### config.mk
export PLATFORM = sky130hd
export DESIGN_NAME = vga_lowres_display
export DESIGN_NICKNAME = d
export VERILOG_FILES = /design/src/rtl/vga_lr_pkg.sv /design/src/rtl/pix_enable_div.sv /design/src/rtl/scan_timing.sv /design/src/rtl/image_rom.sv /design/src/rtl/vga_lowres_display.sv
export SDC_FILE = /design/constraint.sdc
export NUM_CORES = 1
export LEC_CHECK = 0
export BUFFER_PORTS_ARGS = -buffer_cell sky130_fd_sc_hd__buf_2
export CAP_MARGIN = 40
export CORE_MARGIN = 1
export CORE_UTILIZATION = 50
export CTS_BUF_LIST = sky130_fd_sc_hd__clkbuf_2 sky130_fd_sc_hd__clkbuf_4 sky130_fd_sc_hd__clkbuf_8
export DETAILED_ROUTE_END_ITERATION = 10
export GPL_ROUTABILITY_DRIVEN = 1
export PLACE_DENSITY = 0.7
export SYNTH_ARGS = -nofsm -noshare
export SYNTH_HDL_FRONTEND = slang
export SYNTH_HIERARCHICAL = 1
export SYNTH_SLANG_ARGS = --single-unit
### constraint.sdc
create_clock -name clk -period 3.6 [get_ports clk]
set_input_delay 0.36 -clock clk [delete_from_list [all_inputs] [get_ports clk]]
set_output_delay 0.36 -clock clk [all_outputs]
set_load 0.1 [all_outputs]
### src/rtl/vga_lr_pkg.sv
// Shared types and the image content function for the scaled-image display.
// Assumes image addresses fit in 12 bits or fewer for the pattern to be distinct.
package vga_lr_pkg;

    // One pixel: two bits per colour channel.
    typedef struct packed {
        logic [1:0] r;
        logic [1:0] g;
        logic [1:0] b;
    } rgb2_t;

    // Image content at a linear address: low six bits folded with the next six.
    function automatic rgb2_t pattern_word(input logic [31:0] addr);
        logic [5:0] lo;
        logic [5:0] hi;
        lo = addr[5:0];
        hi = addr[11:6];
        return rgb2_t'(lo ^ hi);
    endfunction

endpackage

### src/rtl/pix_enable_div.sv
// Divides the system clock into a one-cycle enable every DIV cycles.
// Assumes DIV >= 2; the enable is combinational from the phase counter.
module pix_enable_div #(
    parameter int DIV = 5
) (
    input  logic clk,
    input  logic rst_n,
    output logic pix_en
);
    localparam int CW = (DIV > 2) ? $clog2(DIV) : 1;

    logic [CW-1:0] phase;

    // Phase counter wrapping at DIV-1.
    always_ff @(posedge clk) begin
        if (!rst_n)
            phase <= '0;
        else if (phase == CW'(DIV - 1))
            phase <= '0;
        else
            phase <= phase + CW'(1);
    end

    assign pix_en = (phase == CW'(DIV - 1));
endmodule

### src/rtl/scan_timing.sv
// Horizontal and vertical scan counters with sync and blank decoding.
// Assumes each porch is at least one count wide; sync outputs are active high.
module scan_timing #(
    parameter int H_VIS  = 200,
    parameter int H_FP   = 10,
    parameter int H_SYNC = 32,
    parameter int H_BP   = 22,
    parameter int V_VIS  = 600,
    parameter int V_FP   = 1,
    parameter int V_SYNC = 4,
    parameter int V_BP   = 23,
    parameter int HW     = 9,
    parameter int VW     = 10
) (
    input  logic          clk,
    input  logic          rst_n,
    input  logic          pix_en,
    output logic [HW-1:0] h_cnt,
    output logic [VW-1:0] v_cnt,
    output logic          hsync_d,
    output logic          vsync_d,
    output logic          blank_d
);
    localparam int H_TOTAL = H_VIS + H_FP + H_SYNC + H_BP;
    localparam int V_TOTAL = V_VIS + V_FP + V_SYNC + V_BP;
    localparam int HS_ON   = H_VIS + H_FP;
    localparam int HS_OFF  = HS_ON + H_SYNC;
    localparam int VS_ON   = V_VIS + V_FP;
    localparam int VS_OFF  = VS_ON + V_SYNC;

    logic h_last;
    logic v_last;

    assign h_last = (h_cnt == HW'(H_TOTAL - 1));
    assign v_last = (v_cnt == VW'(V_TOTAL - 1));

    // Horizontal position: one step per pixel enable.
    always_ff @(posedge clk) begin
        if (!rst_n)
            h_cnt <= '0;
        else if (pix_en)
            h_cnt <= h_last ? '0 : h_cnt + HW'(1);
    end

    // Vertical position: one step at the end of each line.
    always_ff @(posedge clk) begin
        if (!rst_n)
            v_cnt <= '0;
        else if (pix_en && h_last)
            v_cnt <= v_last ? '0 : v_cnt + VW'(1);
    end

    // Sync and blank decode from the current position.
    always_comb begin
        blank_d = (h_cnt >= HW'(H_VIS)) || (v_cnt >= VW'(V_VIS));
        hsync_d = (h_cnt >= HW'(HS_ON)) && (h_cnt < HW'(HS_OFF));
        vsync_d = (v_cnt >= VW'(VS_ON)) && (v_cnt < VW'(VS_OFF));
    end
endmodule

### src/rtl/image_rom.sv
// Registered image lookup: maps a visible scan position to an image address
// and returns the stored word one enabled cycle later.
// Assumes H_SCALE and V_SCALE divide the visible window exactly.
module image_rom #(
    parameter int IMG_W   = 100,
    parameter int IMG_H   = 75,
    parameter int H_SCALE = 2,
    parameter int V_SCALE = 8,
    parameter int HW      = 9,
    parameter int VW      = 10
) (
    input  logic               clk,
    input  logic               rst_n,
    input  logic               en,
    input  logic               visible,
    input  logic [HW-1:0]      h_pos,
    input  logic [VW-1:0]      v_pos,
    output vga_lr_pkg::rgb2_t  pix_q
);
    import vga_lr_pkg::*;

    localparam int DEPTH = IMG_W * IMG_H;

    logic [31:0] addr;

    // Image address, held at zero outside the visible window.
    always_comb begin
        if (visible)
            addr = (32'(v_pos) / V_SCALE) * IMG_W + 32'(h_pos) / H_SCALE;
        else
            addr = '0;
        if (addr >= DEPTH)
            addr = '0;
    end

    // Registered read, advancing with the pixel enable.
    always_ff @(posedge clk) begin
        if (!rst_n)
            pix_q <= '0;
        else if (en)
            pix_q <= pattern_word(addr);
    end
endmodule

### src/rtl/vga_lowres_display.sv
// Top of the scaled-image display: divider, scan timing, image lookup and
// an output stage that keeps sync aligned with the registered colour.
// Assumes a free-running clock and a synchronous active-low reset.
module vga_lowres_display #(
    parameter int DIV     = 5,
    parameter int H_VIS   = 200,
    parameter int H_FP    = 10,
    parameter int H_SYNC  = 32,
    parameter int H_BP    = 22,
    parameter int V_VIS   = 600,
    parameter int V_FP    = 1,
    parameter int V_SYNC  = 4,
    parameter int V_BP    = 23,
    parameter int H_SCALE = 2,
    parameter int V_SCALE = 8
) (
    input  logic       clk,
    input  logic       rst_n,
    output logic       hsync,
    output logic       vsync,
    output logic [1:0] red,
    output logic [1:0] green,
    output logic [1:0] blue
);
    import vga_lr_pkg::*;

    localparam int H_TOTAL = H_VIS + H_FP + H_SYNC + H_BP;
    localparam int V_TOTAL = V_VIS + V_FP + V_SYNC + V_BP;
    localparam int HW      = $clog2(H_TOTAL);
    localparam int VW      = $clog2(V_TOTAL);
    localparam int IMG_W   = H_VIS / H_SCALE;
    localparam int IMG_H   = V_VIS / V_SCALE;

    logic          pix_en;
    logic [HW-1:0] h_cnt;
    logic [VW-1:0] v_cnt;
    logic          hsync_d;
    logic          vsync_d;
    logic          blank_d;
    logic          hs_q;
    logic          vs_q;
    logic          blank_q;
    rgb2_t         pix_q;

    pix_enable_div #(.DIV(DIV)) u_div (
        .clk    (clk),
        .rst_n  (rst_n),
        .pix_en (pix_en)
    );

    scan_timing #(
        .H_VIS(H_VIS), .H_FP(H_FP), .H_SYNC(H_SYNC), .H_BP(H_BP),
        .V_VIS(V_VIS), .V_FP(V_FP), .V_SYNC(V_SYNC), .V_BP(V_BP),
        .HW(HW), .VW(VW)
    ) u_scan (
        .clk     (clk),
        .rst_n   (rst_n),
        .pix_en  (pix_en),
        .h_cnt   (h_cnt),
        .v_cnt   (v_cnt),
        .hsync_d (hsync_d),
        .vsync_d (vsync_d),
        .blank_d (blank_d)
    );

    image_rom #(
        .IMG_W(IMG_W), .IMG_H(IMG_H), .H_SCALE(H_SCALE), .V_SCALE(V_SCALE),
        .HW(HW), .VW(VW)
    ) u_rom (
        .clk     (clk),
        .rst_n   (rst_n),
        .en      (pix_en),
        .visible (!blank_d),
        .h_pos   (h_cnt),
        .v_pos   (v_cnt),
        .pix_q   (pix_q)
    );

    // Timing stage matching the ROM read latency.
    always_ff @(posedge clk) begin
        if (!rst_n) begin
            hs_q    <= 1'b0;
            vs_q    <= 1'b0;
            blank_q <= 1'b1;
        end else if (pix_en) begin
            hs_q    <= hsync_d;
            vs_q    <= vsync_d;
            blank_q <= blank_d;
        end
    end

    assign hsync = hs_q;
    assign vsync = vs_q;
    assign red   = blank_q ? 2'b00 : pix_q.r;
    assign green = blank_q ? 2'b00 : pix_q.g;
    assign blue  = blank_q ? 2'b00 : pix_q.b;
endmodule

==> results of run 1 <==
==> metrics by stage <==
step / total power [mW] / cell area (um2) / setup slack (ps) / util [%] / hold WS [ps]
final: 0.649 / 3380 / 71.9 / 65.3 / 415
after global routing: 0.671 / 3380 / -98.9 / 65.3 / 423
after CTS: 0.653 / 3280 / 0.683 / 63.3 / 419
after detailed placement: 0.379 / 2980 / -117 / 57.5 / 432
after global placement: 0.378 / 2980 / -38.0 / 57.5 / 430
after floorplan: 0.373 / 2720 / 4.87 / - / 417
==> logic make-up after synthesis <==
group / share of synthesized area, %
AND/OR/NAND/NOR: 23.8
AO/OA/AOI/OAI: 16.1
adder cells (fa/ha/maj): 20.2
flip-flops: 22.9
XOR/XNOR: 9.69
buffers and inverters: 4.38
multiplexers: 2.95
==> cells in the final DEF (no fill, tap or decap), types with 3 or more instances in the layout <==
cell | netlist | layout
o21a_1 | 5 | 5
xor2_1 | 12 | 12
nor3_1 | 4 | 4
inv_1 | 18 | 16
and3_1 | 5 | 5
dfxtp_1 | 31 | 27
and4_1 | 3 | 3
nor2b_1 | 10 | 10
nand2_1 | 24 | 24
o31ai_1 | 10 | 5
o21ai_1 | 2 | 3
clkbuf_8 | 1 | 6
a21o_1 | 3 | 3
buf_2 | 1 | 9
and2_1 | 4 | 4
nand4_1 | 7 | 7
a21oi_1 | 9 | 9
buf_4 | 0 | 34
mux2i_1 | 8 | 8
nor2_1 | 21 | 21
o21ai_0 | 8 | 7
xnor2_1 | 18 | 17
nand2b_1 | 4 | 3
ha_1 | 39 | 26
fa_1 | 3 | 3
o31ai_2 | 0 | 5
nand3_1 | 10 | 10
ha_4 | 0 | 13
==> critical path, stage by stage (launching register included) <==
cell and delay, ps:
dfxtp_4 370, ha_4 240, ha_4 280, ha_4 200
buf_4 120, ha_1 320, a211o_1 320, a211oi_2 260
o211ai_2 130, buf_4 160, buf_4 130, o31a_2 350
a221oi_2 250, buf_4 200, o31ai_1 80
==> timing repair <==
action / 4_1_cts / 5_1_grt
gates resized for setup: 21 / 11
setup buffers: 7 / 4
setup endpoints to repair: 6 / 6
pin swaps: 18 / 11
==> report_power, final <==
part	internal, mW	switching (mW)
registers	0.345	0.00277
logic	0.00780	0.0138
clock network	0.150	0.129
==> flip-flops by register name, indices dropped and copies added, names as in the netlist <==
name / cells
vsync: 1
u_rom/pix_q: 6
hsync: 1
blank_q: 1
u_div/phase: 3
u_scan/v_cnt: 10
u_scan/h_cnt: 9
==> worst max-delay path by stage <==
stage	to	slack, ps	depth (start not counted)
floorplan	u_rom/pix_q[0]	5	14
global placement	u_rom/pix_q[3]	-40	12
detailed placement	u_rom/pix_q[1]	-120	14
CTS	u_rom/pix_q[5]	0.7	14
global route	u_rom/pix_q[4]	-100	12
finish	u_rom/pix_q[0]	70	14
==> layer usage <==
layer / vias to the layer above / wire length, um / global-route usage, %
met5: - / 0 / 0
met4: 0 / 104 / 7.20
met3: 10 / 175 / 2.78
met2: 40 / 3240 / 39.3
met1: 1117 / 2810 / 28.2
li1: 1183 / - / -
==> cell type report <==
class	instances	area, um2	share of cell area (%)
clock buffer	6	82.6	2.44
multi-input combinational	250	2200	65.3
timing repair buffer	43	300	8.89
sequential	31	631	18.7
clock inverter	1	5.00	0.148
tap	70	87.6	2.59
inverter	18	67.6	2.00
==> flow_metrics.env, run 1 <==
export IMPL_ys_types=60
export IMPL_initial_core_util_pct=52.4
export IMPL_p_per_area_nw_per_um2=192
export IMPL_drt_iter0_drc=80
export IMPL_yosysMostFrequentCell="ha_1"
export IMPL_cts_hold_buf=0
export IMPL_hold_viol_final=0
export IMPL_area_growth_synth_to_final_pct=24.6
export IMPL_rows=26
export IMPL_num_fill_cells=415
export IMPL_rsz0062_at_grt="yes"
export IMPL_grt_max_degree=19
export IMPL_worstSkewPairLatency_ps=280
export IMPL_gr_total_overflow=0
export IMPL_cts_buffers=5
export IMPL_endpoint_kind="register"
export IMPL_io_buffers=9
export IMPL_worstMarginPinSlew_ps=498
export IMPL_reg2reg_slack_ps=70
export IMPL_critPathRequiredTime_ps=3770
export IMPL_core_area_um2=5170
export IMPL_drive_gt1_share_pct=27.5
export IMPL_synthTopCellsByCount="39 x ha_1, 31 x dfxtp_1, 24 x nand2_1"
export IMPL_gp_congestion=0.826
export IMPL_min_path_type="in -> reg"
export IMPL_path_class="reg -> reg"
export IMPL_clkSlewWorstSetupHoldPaths_ps=70
export IMPL_die_y_um=75.6
export IMPL_synth_top_area_cell="dfxtp_1"
export IMPL_synthTopCellsByArea="dfxtp_1 23%, ha_1 18%, xnor2_1 5.8%"
export IMPL_antenna_found_initial=0
export IMPL_period_share_pct=98.0
export IMPL_timing_critical_path_arrival_ps=3700
export IMPL_startpoint="u_scan/v_cnt[4]"
export IMPL_fin_tns_setup_ps=0
export IMPL_cts_root_buffer="clkbuf_8"
export IMPL_final_cells=419
export IMPL_io_pins=10
export IMPL_start_kind="register"
export IMPL_cp_max_fo=6
export IMPL_grt_pass1_wl_um=9600
export IMPL_grt_pass1_vias=2135
export IMPL_vias=2350
export IMPL_worstHoldStart="rst_n"
export IMPL_outcome="complete, no violations"
export IMPL_synthArstFlopShare_pct=0
export IMPL_max_freq_ghz=0.283
export IMPL_drt_wl_total_um=6330
export IMPL_nNetsFinal=393
export IMPL_holdPathEnd="blank_q"
export IMPL_dr_pass1_iters=4
export IMPL_track_usage_pct=22.3
export IMPL_dpl_cell_count=402
export IMPL_synth_edf_count=0
export IMPL_cts_htree_levels=2
export IMPL_drc=0
export IMPL_timing_rr_start="u_scan/v_cnt[4]"
export IMPL_post_route_min_period_ps=3530
export IMPL_r2r_end="u_rom/pix_q[0]"
export IMPL_dieArea_um2=5720
export IMPL_ys_ff_latch=31
export IMPL_tritoncts="yes"
export IMPL_synth_ff_type="dfxtp_1"
export IMPL_routedWlPerCell_um=15.1
export IMPL_avgSynthCellArea_um2=8.89
export IMPL_syn_inst=305
export IMPL_ys_warn_count=6
export IMPL_via_per_inst=5.61
export IMPL_setup_violations=0
export IMPL_yosysSeqAreaShare_pct=22.9
export IMPL_whs_path_depth=2
export IMPL_syn_area_um2=2710
export IMPL_die_width_um=75.6
export IMPL_hpwl_um=4310
export IMPL_relSlewSlack_pct=66.8
export IMPL_synthesis_nets=349
export IMPL_n_antenna_cell=0
export IMPL_report_final_slew_viol_count=0
export IMPL_maxCapViolCount=0
export IMPL_cts_sink_count=31
export IMPL_ant_nets=0
export IMPL_fin_skew_ps=11.0
export IMPL_reg2regPathDepth=14
export IMPL_p_leak_nw=1.44
export IMPL_synth_top_area_share_pct=22.9
export IMPL_irDropWorstVdd_mv=0.239
export IMPL_clockBufferDepth=2
(Power assumes the default switching activity.)
==> inputs of run 2 (changes only) <==
--- a/config.mk
+++ b/config.mk
@@ -9,11 +9,9 @@
 export CAP_MARGIN = 40
 export CORE_MARGIN = 1
 export CORE_UTILIZATION = 50
-export CTS_BUF_LIST = sky130_fd_sc_hd__clkbuf_2 sky130_fd_sc_hd__clkbuf_4 sky130_fd_sc_hd__clkbuf_8
 export DETAILED_ROUTE_END_ITERATION = 10
 export GPL_ROUTABILITY_DRIVEN = 1
 export PLACE_DENSITY = 0.7
 export SYNTH_ARGS = -nofsm -noshare
 export SYNTH_HDL_FRONTEND = slang
-export SYNTH_HIERARCHICAL = 1
 export SYNTH_SLANG_ARGS = --single-unit
==> run 2 against run 1 <==
Register-to-register slack better by 40 ps. Cell area fell by 12%. Combinational power is 7% higher. Clock skew fell by 3.3 ps. Final cell count down 8.6%. Sequential share of layout area rose by 2.3 points. Wire length decreased by 19%. Largest power group is now the clock network.
==> flow_metrics.env, run 2 <==
export IMPL_ys_types=56
export IMPL_worst_path_buf_inv=4
export IMPL_cts_root_buffer="clkbuf_8"
export IMPL_syn_area_um2=2590
export IMPL_syn_inst=297
export IMPL_gr_total_overflow=0
export IMPL_path_cells="inv_1, ha_1, inv_2, ha_4, ha_4, inv_1, fa_1, inv_1, ha_4, o21ai_0, a21oi_1, o31a_1, nand3_2, o311a_1, a21oi_4, o31ai_1"
export IMPL_worstSkewPairLatency_ps=280
export IMPL_cts_sink_count=31
export IMPL_holdPathEnd="u_scan.h_cnt[1]"
export IMPL_clockBufferDepth=2
export IMPL_min_path_type="in -> reg"
export IMPL_irDropWorstVdd_mv=0.238
export IMPL_initial_core_util_pct=53.4
export IMPL_cts_hold_buf=0
export IMPL_hold_viol_final=0
export IMPL_io_buffers=9
export IMPL_synthesis_nets=344
export IMPL_synth_ff_type="dfxtp_1"
export IMPL_gp_congestion=0.816
export IMPL_reg_largest_list="u_scan.v_cnt: 10 flops, u_scan.h_cnt: 9 flops, u_rom.pix_q: 6 flops"
export IMPL_relSlewSlack_pct=45.5
export IMPL_synthTopCellsByCount="42 x ha_1, 32 x nor2_1, 31 x dfxtp_1"
export IMPL_setup_violations=0
export IMPL_vias=2089
export IMPL_p_per_area_nw_per_um2=246
export IMPL_ys_ff_latch=31
export IMPL_routedWlPerCell_um=13.5
export IMPL_fin_skew_ps=7.69
export IMPL_yosysMostFrequentCell="ha_1"
export IMPL_tritoncts="yes"
export IMPL_cts_buffers=5
export IMPL_n_antenna_cell=0
export IMPL_die_y_um=73.9
export IMPL_start_kind="register"
export IMPL_outcome="complete, no violations"
export IMPL_io_pins=10
export IMPL_synth_top_area_cell="dfxtp_1"
export IMPL_antenna_found_initial=0
export IMPL_synthArstFlopShare_pct=0
export IMPL_worstMarginPinSlew_ps=809
export IMPL_synth_edf_count=0
export IMPL_synth_top_area_share_pct=24.0
export IMPL_largest_reg_flops=10
export IMPL_cts_htree_levels=2
export IMPL_critPathTopFamily="adder cells"
export IMPL_drc=0
export IMPL_clkSlewWorstSetupHoldPaths_ps=70
export IMPL_die_width_um=73.9
export IMPL_grt_pass1_wl_um=8430
export IMPL_stdcell_area_um2=2970
export IMPL_cp_max_fo=6
export IMPL_nNetsFinal=362
export IMPL_track_usage_pct=20.0
export IMPL_post_route_min_period_ps=3490
export IMPL_period_share_pct=97.0
export IMPL_final_cell_mix="38 x ha_1, 32 x nor2_1, 31 x dfxtp_1"
export IMPL_ant_nets=0
export IMPL_maxCapViolCount=0
export IMPL_reg2regPathDepth=16
export IMPL_avgSynthCellArea_um2=8.71
export IMPL_yosysSeqAreaShare_pct=24.0
export IMPL_drt_wl_total_um=5160
export IMPL_post_dp_cell_area_um2=2740
export IMPL_p_leak_nw=1.38
export IMPL_whs_path_depth=2
export IMPL_layout_commonest_cell="ha_1"
export IMPL_fin_total_pwr_uw=729
export IMPL_slowest_stage="fa_1"
export IMPL_core_area_um2=4850
export IMPL_dieArea_um2=5470
export IMPL_reg2reg_slack_ps=110
export IMPL_drive_gt1_share_pct=16.8
export IMPL_r2r_end="u_rom.pix_q[1]"
export IMPL_via_per_inst=5.45
export IMPL_grt_max_degree=14
export IMPL_report_final_slew_viol_count=0
export IMPL_dr_pass1_iters=4
export IMPL_hpwl_um=3970
export IMPL_max_freq_ghz=0.286
export IMPL_ys_warn_count=0
export IMPL_area_growth_synth_to_final_pct=14.6
export IMPL_path_class="reg -> reg"
export IMPL_timing_rr_start="u_scan.v_cnt[5]"
export IMPL_regMostFlops="u_scan.v_cnt"
export IMPL_synthTopCellsByArea="dfxtp_1 24%, ha_1 20%, xnor2_1 5.8%"
export IMPL_critPathRequiredTime_ps=3760
export IMPL_rows=25
export IMPL_slowest_delay_ps=530
export IMPL_endpoint_kind="register"
export IMPL_timing_critical_path_arrival_ps=3660
export IMPL_drt_iter0_drc=85
export IMPL_worstHoldStart="rst_n"
export IMPL_grt_pass1_vias=1898
export IMPL_num_fill_cells=423
## run 2: kinds of logic after synthesis
| kind of cell | share of synthesized area [%] |
|---|---|
| buffers and inverters | 3.29 |
| XOR/XNOR | 11.5 |
| AO/OA/AOI/OAI | 18.4 |
| flip-flops | 24.0 |
| adder cells (fa/ha/maj) | 22.6 |
| AND/OR/NAND/NOR | 20.2 |
## run 2: what timing repair did
| item | in CTS | in global routing |
|---|---|---|
| setup endpoints to repair | 0 | 6 |
| buffers inserted | 0 | 1 |
| resized for setup | 0 | 13 |
## run 2: metrics by stage
step	utilization (%)	cells	setup slack [ps]	setup TNS, ps	hold WS [ps]
finish	61.2	383	109	0	444
detailed placement	56.5	374	92.5	0	435
floorplan	-	297	78.6	0	417
global placement	56.5	374	126	0	430
global route	61.2	383	-61.1	-309	462
CTS	58.9	382	52.5	0	447
## run 2: worst max path at each step
stage | slack (ps) | depth (start not counted) | startpoint | endpoint
CTS | 50 | 16 | u_scan.v_cnt[5] | u_rom.pix_q[3]
finish | 110 | 16 | u_scan.v_cnt[5] | u_rom.pix_q[1]
global placement | 130 | 16 | u_scan.v_cnt[5] | u_rom.pix_q[1]
floorplan | 80 | 16 | u_scan.v_cnt[5] | u_rom.pix_q[1]
global route | -60 | 16 | u_scan.v_cnt[5] | u_rom.pix_q[1]
detailed placement | 90 | 16 | u_scan.v_cnt[5] | u_rom.pix_q[3]
## run 2: worst reg2reg max path: cells and delay by family, from the launching register on
family | cells | cell delay (ps)
flops | 1 | 320
simple gates | 1 | 100
fa+ha+maj | 5 | 1610
compound gates | 6 | 1110
buf+inv | 4 | 220
## run 2: layout make-up
type,count,area (um2),share of cell area (%)
inverter,17,63.8,2.15
timing repair buffer,16,97.6,3.29
multi-input combinational,244,1980,66.8
clock inverter,2,35.0,1.18
clock buffer,6,82.6,2.78
sequential,31,621,20.9
tap,67,83.8,2.83
## run 2: layer usage
metal  up-vias  track usage, %  routed length [um]
met5         -               0                   0
met4         0            5.13                  36
met3         5            3.66                 123
met2        29            34.5                2560
met1       976            25.6                2440
li1       1079               -                   -
## run 2: power by group
group	internal, mW	switching [mW]	total, mW
sequential	0.348	0.00443	0.352
clock	0.224	0.130	0.354
combinational	0.00885	0.0143	0.0232
